===== config.mk =====
export PLATFORM = sky130hd
export DESIGN_NAME = fbyte_seq
export DESIGN_NICKNAME = d
export VERILOG_FILES = /design/src/rtl/fbseq_pkg.sv /design/src/rtl/fbseq_timer.sv /design/src/rtl/fbseq_ctrl.sv /design/src/rtl/fbseq_shift.sv /design/src/rtl/fbyte_seq.sv
export SDC_FILE = /design/constraint.sdc
export NUM_CORES = 1
export LEC_CHECK = 0
export ABC_AREA = 1
export BUFFER_PORTS_ARGS = -buffer_cell sky130_fd_sc_hd__buf_4
export CORE_UTILIZATION = 50
export CTS_CLUSTER_DIAMETER = 200
export DETAILED_ROUTE_END_ITERATION = 10
export PLACE_DENSITY = 0.82
export SLEW_MARGIN = 0
export SYNTH_ARGS = -nofsm -noshare
export SYNTH_HDL_FRONTEND = slang
export SYNTH_SLANG_ARGS = --single-unit

===== constraint.sdc =====
create_clock -name clk -period 2.8 [get_ports clk]
set_input_delay 0.56 -clock clk [delete_from_list [all_inputs] [get_ports clk]]
set_output_delay 0.56 -clock clk [all_outputs]
set_load 0.1 [all_outputs]

===== src/rtl/fbseq_pkg.sv =====
package fbseq_pkg;
  localparam logic [7:0] ADDR_START = 8'hFE;
  localparam logic [7:0] ADDR_DATA  = 8'hF9;
  localparam int unsigned START_BIT = 6;

  function automatic int unsigned burst_cycles(input int unsigned half, input int unsigned bits);
    return 2 * half * bits;
  endfunction

  function automatic logic is_start(input logic wr, input logic win,
                                    input logic [7:0] addr, input logic [7:0] data);
    return wr && win && (addr == ADDR_START) && data[START_BIT];
  endfunction

  function automatic logic is_data_rd(input logic win, input logic [7:0] addr);
    return win && (addr == ADDR_DATA);
  endfunction
endpackage


===== src/rtl/fbseq_timer.sv =====
module fbseq_timer #(
  parameter int unsigned HALF_CNT = 2
) (
  input  logic clk,
  input  logic rst_n,
  input  logic run,
  output logic tick
);
  localparam int unsigned CW = $clog2(HALF_CNT) + 1;
  localparam logic [CW-1:0] LAST = CW'(HALF_CNT - 1);

  logic [CW-1:0] cnt;

  always_ff @(posedge clk) begin
    if (!rst_n || !run) cnt <= '0;
    else if (cnt == LAST) cnt <= '0;
    else cnt <= cnt + 1'b1;
  end

  assign tick = run && (cnt == LAST);
endmodule


===== src/rtl/fbseq_ctrl.sv =====
module fbseq_ctrl #(
  parameter int unsigned BITS = 8
) (
  input  logic clk,
  input  logic rst_n,
  input  logic start_req,
  input  logic tick,
  input  logic cfg_lvl,
  output logic busy,
  output logic ph,
  output logic pass,
  output logic start_acc,
  output logic samp_stb,
  output logic bit_end,
  output logic burst_done
);
  localparam int unsigned BW = $clog2(BITS) + 1;
  localparam logic [BW-1:0] LAST_BIT = BW'(BITS - 1);

  logic [BW-1:0] bitn;

  assign start_acc  = start_req && !busy;
  assign samp_stb   = tick && !ph;
  assign bit_end    = tick && ph;
  assign burst_done = bit_end && (bitn == LAST_BIT);

  always_ff @(posedge clk) begin
    if (!rst_n) begin
      busy <= 1'b0;
      ph   <= 1'b0;
      pass <= 1'b0;
      bitn <= '0;
    end else if (start_acc) begin
      busy <= 1'b1;
      ph   <= 1'b0;
      pass <= cfg_lvl;
      bitn <= '0;
    end else if (samp_stb) begin
      ph <= 1'b1;
    end else if (bit_end) begin
      ph <= 1'b0;
      if (burst_done) busy <= 1'b0;
      else bitn <= bitn + 1'b1;
    end
  end
endmodule


===== src/rtl/fbseq_shift.sv =====
module fbseq_shift #(
  parameter int unsigned BITS = 8
) (
  input  logic            clk,
  input  logic            rst_n,
  input  logic            samp_stb,
  input  logic            pass,
  input  logic            sdi,
  output logic [BITS-1:0] cap,
  output logic            cfg_din
);
  always_ff @(posedge clk) begin
    if (!rst_n) begin
      cap     <= '0;
      cfg_din <= 1'b0;
    end else if (samp_stb) begin
      cap <= {cap[BITS-2:0], sdi};
      if (pass) cfg_din <= sdi;
    end
  end
endmodule


===== src/rtl/fbyte_seq.sv =====
module fbyte_seq #(
  parameter int unsigned HALF_CNT = 2,
  parameter int unsigned BITS     = 8
) (
  input  logic            clk,
  input  logic            rst_n,
  input  logic            win_en,
  input  logic [7:0]      reg_addr,
  input  logic            reg_wr,
  input  logic [7:0]      reg_wdata,
  output logic [BITS-1:0] rd_data,
  output logic            busy,
  output logic            flash_sck,
  input  logic            flash_so,
  input  logic            cfg_cclk_idle,
  output logic            cfg_cclk,
  output logic            cfg_din
);
  import fbseq_pkg::*;

  logic start_req, start_acc, tick, samp_stb, bit_end, burst_done;
  logic ph, pass;
  logic [BITS-1:0] cap;

  assign start_req = is_start(reg_wr, win_en, reg_addr, reg_wdata);

  fbseq_timer #(.HALF_CNT(HALF_CNT)) u_timer (
    .clk(clk), .rst_n(rst_n), .run(busy), .tick(tick)
  );

  fbseq_ctrl #(.BITS(BITS)) u_ctrl (
    .clk(clk), .rst_n(rst_n), .start_req(start_req), .tick(tick),
    .cfg_lvl(cfg_cclk_idle), .busy(busy), .ph(ph), .pass(pass),
    .start_acc(start_acc), .samp_stb(samp_stb), .bit_end(bit_end),
    .burst_done(burst_done)
  );

  fbseq_shift #(.BITS(BITS)) u_shift (
    .clk(clk), .rst_n(rst_n), .samp_stb(samp_stb), .pass(pass),
    .sdi(flash_so), .cap(cap), .cfg_din(cfg_din)
  );

  assign flash_sck = busy && ph;
  assign cfg_cclk  = (busy && pass) ? !ph : cfg_cclk_idle;
  assign rd_data   = is_data_rd(win_en, reg_addr) ? cap : '0;
endmodule


==> impl_results.md, run 1 <==
* Worst Path Arrival at 1.74 ns
* Via density at 5.19
* Clk buf depth at 2
* Fill cells at 141
* DIE HEIGHT at 44.0 um
* Setup WS pre-CTS at 0.480 ns
* HPWL after DPL at 1.34 mm
* PnR worst setup slack at 0.496 ns
* VDD IR max at 0.254 mV
* Starting Density at 0.559
* Final WL at 1.73 mm
* Grt ovf at 0
* Slew @ Worst Pin at 0.366 ns
* Worst R2R Setup Slack at 1.35 ns
* CTS Hold Bufs at 0
* CTS root buffer: clkbuf_4
* Via count at 882
* Post-synthesis cell area at 881 sq um
* RSZ-0062 raised after global routing: no
* Largest net degree at the start of global routing at 18
* DRC at 4
* Share of layout cells above drive strength 1 at 0.227
* WP data required at 2.24 ns
* Yosys reg bits at 18
* Fin crit share at 0.823
* Syn nets at 152
* Hold Path Class: register to register
* Slew margin rel. at 0.755
* R2R depth at 6
* Static Leak at 0.000493 uW
* CP endpoint kind: primary output
* Finished Layout Cells at 170
* Setup bufs post-CTS at 0
* Startpoint types: input pin
* P_int at 323 uW
* Max cap viols at 0
* GRT Util Overall at 0.198
* Clock Power Share at 0.303
* CTS clk-pin slew, worst paths at 0.09 ns
* HP Start: u_timer.cnt[0]$_SDFF_PP0_
* Worst R2R Start: u_timer.cnt[0]$_SDFF_PP0_
* Cells after synthesis at 128
* Post-route ant nets at 0
* WHS Path Cells at 1
* Failing checks: design-rule violations
* Setup Skew at 0.00303 ns
* Warnings from Yosys at 0
* Sw Pwr at 94.7 uW
* Combinational share of power at 0.084
* Overall Power at 418 uW
* Port Buf Inserts at 26
* Core area at 1580 sq um
* Clock Sinks at 18
* Peak Freq at 0.434 GHz
* Iter 0 DRT Violations at 21
* Synthesized area per cell at 6.88 sq um
* FF-to-FF End: u_shift.cap[0]$_SDFFE_PN0P_
* Fin nets at 180
* Sw Share at 0.227
* Multi-input gate area at 420 sq um
* Final setup viols at 0
* Initial antenna violation count at 0
* Register area at 360 sq um
* First-pass GRT wire length at 2.85 mm
* Routability cong. at 0.813
* Placement Rows at 14
* Hold path endpoint: u_timer.cnt[0]$_SDFF_PP0_
* CTS tree: built
* Slew Limit Fails at 0
* Post-synthesis sequential area ratio at 0.409
* Core Util, Final at 0.698
* DR WL/cell at 10.2 um
* Placed cell count at 167
* Final hold violations at 0
* Minimum clock period at 2.30 ns
* Number of CTS-inserted buffers at 3
* Die Width at 44.0 um
* DRT Pass-1 Iters at 8
* Clk Latency, worst-skew pair at 0.29 ns
* Power per Cell Area at 379 nW/um^2
* Area Growth Syn to Fin at 25.0%
* DIE AREA at 1930 sq um
* Yosys cell types at 21
* Setup CP Type: input pin to primary output
* Run status: finished, violations left
* N_diodes at 0
* H-Tree Depth at 1
* Number of global-route vias before repair at 741
* Reg power frac at 0.613
* Critical path fanouts, max at 8
* Post-CTS Resized at 0
* I/O pin count at 34
## worst max path at each step
| stage | start | endpoint | cells past startpoint |
|---|---|---|---|
| 2_1_floorplan | reg_addr[5] | rd_data[0] | 4 |
| 3_3_place_gp | reg_addr[1] | rd_data[1] | 5 |
| 4_1_cts | reg_addr[5] | rd_data[1] | 6 |
| 3_5_place_dp | reg_addr[5] | rd_data[1] | 6 |
| 6_report | reg_addr[5] | rd_data[1] | 6 |
| 5_1_grt | reg_addr[5] | rd_data[4] | 6 |
## registers in the layout, summed over array words and instances, names as in the netlist
signal / flops
u_timer.cnt: 2
u_ctrl.busy: 1
u_ctrl.bitn: 4
u_shift.cfg_din: 1
u_ctrl.ph: 1
u_shift.cap: 8
u_ctrl.pass: 1
## through the flow
step | setup TNS (ns) | instance area [sq um] | hold WS (ns)
after floorplan | -0.615 | 887 | 0.407
after global placement | 0 | 1080 | 0.417
after detailed placement | 0 | 1080 | 0.422
after CTS | 0 | 1100 | 0.443
after global routing | 0 | 1100 | 0.449
final | 0 | 1100 | 0.444
## layout by cell type (no fill, tap or decap)
cell / n
nand2_1: 28
buf_4: 26
inv_1: 22
dfxtp_1: 18
nor2_1: 17
a21oi_1: 13
o21ai_0: 7
nand4_1: 3
nand3_1: 3
clkbuf_4: 3
nand3_2: 2
o21ai_1: 2
nor3_1: 2
ha_1: 2
nor3b_1: 1
a31oi_2: 1
nand2_2: 1
nor2_4: 1
a21oi_2: 1
o22ai_1: 1
## routing by layer
| layer | routed length [um] | global-route usage | up-vias | part of all wire |
|---|---|---|---|---|
| li1 | - | - | 457 | - |
| met1 | 755 | 0.236 | 394 | 0.44 |
| met2 | 818 | 0.334 | 24 | 0.47 |
| met3 | 117 | 0.0500 | 7 | 0.068 |
| met4 | 38 | 0.0909 | 0 | 0.022 |
| met5 | 0 | 0 | - | 0 |
## area by class of cell
| type | count | share of cell area |
|---|---|---|
| Sequential cell | 18 | 0.327 |
| Multi-Input combinational cell | 85 | 0.382 |
| Tap cell | 16 | 0.0182 |
| Timing Repair Buffer | 26 | 0.177 |
| Clock buffer | 3 | 0.0205 |
| Inverter | 22 | 0.0750 |
## synthesized netlist by cell type (all sizes together)
master | instances | area, sq um
nand2 | 29 | 111
inv | 22 | 82.6
dfxtp | 18 | 360
nor2 | 18 | 75.1
a21oi | 14 | 73.8
o21ai | 9 | 45.0
nand3 | 5 | 35.0
buf | 3 | 23.8
nand4 | 3 | 18.8
ha | 2 | 25.0
nor3 | 2 | 10.0
a31oi | 1 | 6.26
nor3b | 1 | 7.51
o22ai | 1 | 6.26
## cells by family (layout without fill, tap and decap cells)
logic type                 Yosys count  in the layout  share of synthesized area
AOI/OAI and AO/OA                   25             25                      0.149
adders and majority gates            2              2                     0.0284
buffers and inverters               25             51                      0.121
DFF                                 18             18                      0.409
and+or+nand+nor                     58             58                      0.293
## power by group through the flow
stage	Sequential (uW)	Clock [uW]	Combinational [uW]
5_1_grt	256	142	38.4
4_1_cts	256	130	35.3
2_1_floorplan	262	0	15.7
6_report	256	127	35.0
3_3_place_gp	262	0	34.2
3_5_place_dp	262	0	35.2
## critical path: stages
cell	delay (ns)
buf_4	0.08
nand2_1	0.04
nor2_1	0.20
nand4_1	0.35
nor2_1	0.19
buf_4	0.31
(Power assumes the default switching activity.)
==> run 2, diff against run 1 <==
--- a/config.mk
+++ b/config.mk
@@ -7,10 +7,11 @@
 export LEC_CHECK = 0
 export ABC_AREA = 1
 export BUFFER_PORTS_ARGS = -buffer_cell sky130_fd_sc_hd__buf_4
-export CORE_UTILIZATION = 50
+export CORE_ASPECT_RATIO = 1.5
+export CORE_UTILIZATION = 42
 export CTS_CLUSTER_DIAMETER = 200
 export DETAILED_ROUTE_END_ITERATION = 10
-export PLACE_DENSITY = 0.82
+export PLACE_DENSITY = 0.73
 export SLEW_MARGIN = 0
 export SYNTH_ARGS = -nofsm -noshare
 export SYNTH_HDL_FRONTEND = slang
==> constraint.sdc (replaced) <==
create_clock -name clk -period 1.88 [get_ports clk]
set_input_delay 0.376 -clock clk [delete_from_list [all_inputs] [get_ports clk]]
set_output_delay 0.376 -clock clk [all_outputs]
set_load 0.1 [all_outputs]
==> impl_results.md, run 2 (synthesis gave the netlist of run 1 again) <==
* Setup Skew at 0.00499 ns
* Via count at 874
* DIE AREA at 2290 sq um
* DRT Pass-1 Iters at 4
* Minimum clock period at 1.72 ns
* Slew margin rel. at 0.769
* Peak Freq at 0.581 GHz
* Core area at 1900 sq um
* Post-CTS Resized at 0
* Hold Path Class: input pin to register
* Fin nets at 181
* Via density at 4.94
* Number of flip-flops in the largest register at 8
* Register area at 362 sq um
* CTS Hold Bufs at 0
* Initial antenna violation count at 0
* Slew Limit Fails at 0
* First-pass GRT wire length at 2.96 mm
* Iter 0 DRT Violations at 14
* Setup bufs post-CTS at 0
* Most common cell after layout, fill and taps aside: buf_4
* Finished Layout Cells at 177
* Final WL at 1.74 mm
* GRT Util Overall at 0.178
* Max cap viols at 0
* Starting Density at 0.463
* CP endpoint kind: primary output
* Setup WS pre-CTS at 0.174 ns
* Final setup viols at 0
* Worst Path Arrival at 1.35 ns
* Worst path slowest cell: dfxtp_1
* Fin crit share at 0.916
* Critical path cell sequence: a21oi_1 -> a31oi_4 -> buf_4
* Static Leak at 0.000502 uW
* I/O pin count at 34
* Grt ovf at 0
* N_diodes at 0
* DRC at 0
* Slew @ Worst Pin at 0.346 ns
* Share of layout cells above drive strength 1 at 0.327
* Biggest register: u_shift.cap
* HPWL after DPL at 1.43 mm
* Number of global-route vias before repair at 788
* DIE HEIGHT at 58.1 um
* Number of CTS-inserted buffers at 3
* Clk Latency, worst-skew pair at 0.28 ns
* H-Tree Depth at 1
* Final hold violations at 0
* Placement Rows at 19
* RSZ-0062 raised after global routing: no
* Power per Cell Area at 562 nW/um^2
* Multi-input gate area at 477 sq um
* Cell family with most CP delay: flip-flops
* Routability cong. at 0.715
* Area Growth Syn to Fin at 35.1%
* Post-route ant nets at 0
* Overall Power at 669 uW
* CTS clk-pin slew, worst paths at 0.10 ns
* Critical Path Max Stage Delay at 0.47 ns
* Die Width at 39.4 um
* Port Buf Inserts at 26
* Critical path buffers and inverters at 1
* Startpoint types: register
* Critical path fanouts, max at 5
* Top Registers: u_shift.cap x8, u_ctrl.bitn x4, u_timer.cnt x2
* CTS tree: built
* Clk buf depth at 2
* Fill cells at 177
* VDD IR max at 0.478 mV
* PnR worst setup slack at 0.158 ns
* DR WL/cell at 9.84 um
* Run status: complete, no violations
* CTS root buffer: clkbuf_4
* Clock Sinks at 18
* Most frequent cells in the layout: buf_4 (27), nand2_1 (26), inv_1 (21)
* WP data required at 1.50 ns
* Placed cell count at 173
* Setup CP Type: register to primary output
* Largest net degree at the start of global routing at 18
==> run 2: per-layer routing <==
layer  vias up  part of all wire  global-route usage
met5         -                 0                   0
met4         0            0.0069              0.0591
met3         2             0.039              0.0345
met2        17              0.52               0.324
met1       392              0.43               0.195
li1        463                 -                   -
==> run 2: report_power, final <==
part / internal (uW) / total (uW) / switching [uW]
Sequential: 381 / 381 / 0.0613
Combinational: 27.6 / 57.5 / 29.9
Clock: 118 / 230 / 113
==> run 2: worst register-to-register path, cell delays in order, from the launching register on <==
cell and delay (ns):
dfxtp_1 0.35, ha_1 0.24, nand2_2 0.11, nor2_4 0.30
inv_1 0.12, o21ai_0 0.17, a21oi_1 0.06
==> run 2: layout make-up <==
type,instances,share of cell area
timing repair buffer,27,0.170
inverter,22,0.0726
clock buffer,4,0.0305
sequential,18,0.304
multi-input combinational,85,0.401
tap,21,0.0221
==> run 2: final timing paths <==
kind,start,endpoint,slack (ns),cells past startpoint
max reg2reg,u_timer.cnt[0]$_SDFF_PP0_,u_shift.cap[0]$_SDFFE_PN0P_,0.44,6
min,cfg_cclk_idle,u_ctrl.pass$_SDFFE_PN0P_,0.34,3
max,u_ctrl.pass$_SDFFE_PN0P_,cfg_cclk,0.16,3
min reg2reg,u_timer.cnt[0]$_SDFF_PP0_,u_timer.cnt[0]$_SDFF_PP0_,0.44,1
==> run 2: metrics by stage <==
stage	util	hold WS (ns)	setup TNS, ns	area (sq um)
after global routing	0.626	0.343	0	1190
final	0.626	0.339	0	1190
after floorplan	-	0.407	-2.53	948
after global placement	0.607	0.418	0	1150
after CTS	0.626	0.338	0	1190
after detailed placement	0.607	0.436	0	1150
==> run 3, diff against run 2 <==
--- a/config.mk
+++ b/config.mk
@@ -12,7 +12,9 @@
 export CTS_CLUSTER_DIAMETER = 200
 export DETAILED_ROUTE_END_ITERATION = 10
 export PLACE_DENSITY = 0.73
+export REMOVE_ABC_BUFFERS = 1
 export SLEW_MARGIN = 0
 export SYNTH_ARGS = -nofsm -noshare
 export SYNTH_HDL_FRONTEND = slang
+export SYNTH_HIERARCHICAL = 1
 export SYNTH_SLANG_ARGS = --single-unit
==> impl_results.md, run 3 <==
* Final hold violations at 0
* DRT Pass-1 Iters at 4
* Slew Limit Fails at 0
* Fin nets at 187
* Warnings from Yosys at 6
* Critical Path Max Stage Delay at 0.30 ns
* Fin crit share at 0.889
* Slew @ Worst Pin at 0.283 ns
* DIE HEIGHT at 58.2 um
* Worst Path Arrival at 1.30 ns
* Crit-path most repeated cell: buf_4
* VDD IR max at 0.274 mV
* Worst Hold Slack at 0.334 ns
* Most common cell after layout, fill and taps aside: nor2_1
* Via density at 4.86
* DRC at 0
* First-pass GRT wire length at 3.08 mm
* Number of CTS-inserted buffers at 3
* CTS root buffer: clkbuf_4
* Peak Freq at 0.598 GHz
* DIE AREA at 2300 sq um
* Port Buf Inserts at 26
* Max cap viols at 0
* RSZ-0062 raised after global routing: no
* Run status: complete, no violations
* Largest net degree at the start of global routing at 14
* Fill cells at 211
* Slew margin rel. at 0.811
* Setup WS pre-CTS at 0.204 ns
* CTS tree: built
* CTS Hold Bufs at 0
* Worst path slowest cell: buf_4
* Startpoint types: input pin
* Number of flip-flops in the largest register at 8
* Die Width at 39.5 um
* Via count at 890
* Synthesized area per cell at 6.70 sq um
* Minimum clock period at 1.67 ns
* Post-synthesis cell area at 885 sq um
* PnR worst setup slack at 0.209 ns
* Post-CTS Resized at 0
* Setup Skew at 0.00162 ns
* DR WL/cell at 9.64 um
* WP data required at 1.50 ns
* Critical path fanouts, max at 8
* Number of global-route vias before repair at 809
* N_diodes at 0
* Clock Sinks at 18
* Iter 0 DRT Violations at 20
* Power per Cell Area at 546 nW/um^2
* Starting Density at 0.442
* HPWL after DPL at 1.40 mm
* Initial antenna violation count at 0
* Hold Path Class: input pin to register
* Clk buf depth at 2
* Biggest register: u_shift/cap
* Most frequent cells in the layout: nor2_1 (35), buf_4 (27), inv_1 (23), nand2_1 (23), dfxtp_1 (18)
* Routability cong. at 0.742
* Area Growth Syn to Fin at 27.3%
* Setup CP Type: input pin to primary output
* Share of layout cells above drive strength 1 at 0.224
* H-Tree Depth at 1
* Critical path buffers and inverters at 3
* Static Leak at 0.000529 uW
* Cell family with most CP delay: buffers and inverters
* Top Registers: u_shift/cap x8, u_ctrl/bitn x4, u_timer/cnt x2
* Critical path cell sequence: buf_4 -> inv_1 -> nand2_1 -> nor2_2 -> nand3_4 -> nor2_1 -> buf_4
* Clk Latency, worst-skew pair at 0.28 ns
* CP endpoint kind: primary output
* Final setup viols at 0
* Core Util, Final at 0.563
* Cells after synthesis at 132
* Setup TNS at 0 ns
* Final WL at 1.77 mm
* Grt ovf at 0
* Placement Rows at 20
* CTS clk-pin slew, worst paths at 0.09 ns
* Core area at 2000 sq um
* I/O pin count at 34
* Post-route ant nets at 0
* GRT Util Overall at 0.186
* Setup bufs post-CTS at 0
-- run 3: per-layer routing --
layer  share of wire  global-route usage  up-vias
li1                -                   -      463
met1            0.43               0.208      404
met2            0.53               0.326       21
met3           0.029              0.0230        2
met4           0.013              0.0887        0
met5               0                   0        -
-- run 3: power by group --
part           switching (uW)  internal [uW]  leakage [uW]
logic                    26.5           24.9      0.000370
clock network             108           74.3     0.0000138
registers              0.0495            381      0.000145
total                     134            480      0.000529
-- run 3: worst paths after layout --
| path | cells past startpoint | to | from | slack (ns) |
|---|---|---|---|---|
| hold / removal | 3 | u_ctrl/pass$_SDFFE_PN0P_ | cfg_cclk_idle | 0.33 |
| setup / recovery | 7 | rd_data[1] | reg_addr[1] | 0.21 |
| hold reg to reg | 1 | u_timer/cnt[0]$_SDFF_PP0_ | u_timer/cnt[0]$_SDFF_PP0_ | 0.43 |
| setup reg to reg | 8 | u_shift/cap[0]$_SDFFE_PN0P_ | u_timer/cnt[0]$_SDFF_PP0_ | 0.40 |
-- run 3: cell type report --
cell class              instances  area [sq um]  share of cell area
repair buffers                 27           203               0.180
well taps                      22          27.5              0.0244
clock buffers                   3          22.5              0.0200
flip-flops and latches         18           360               0.320
multi-input cells              90           427               0.379
inverters                      23          86.3              0.0767
-- run 3: tightest hold or removal path, cell delays in order --
cell and delay [ns]:
buf_4 0.09, nor2_1 0.04, nor2_1 0.08
-- run 3: per-stage QoR --
step | cells | area (sq um) | power (uW)
finish | 183 | 1130 | 614
global placement | 180 | 1100 | 440
detailed placement | 180 | 1100 | 442
global route | 183 | 1130 | 646
CTS | 183 | 1130 | 626
floorplan | 131 | 873 | 411
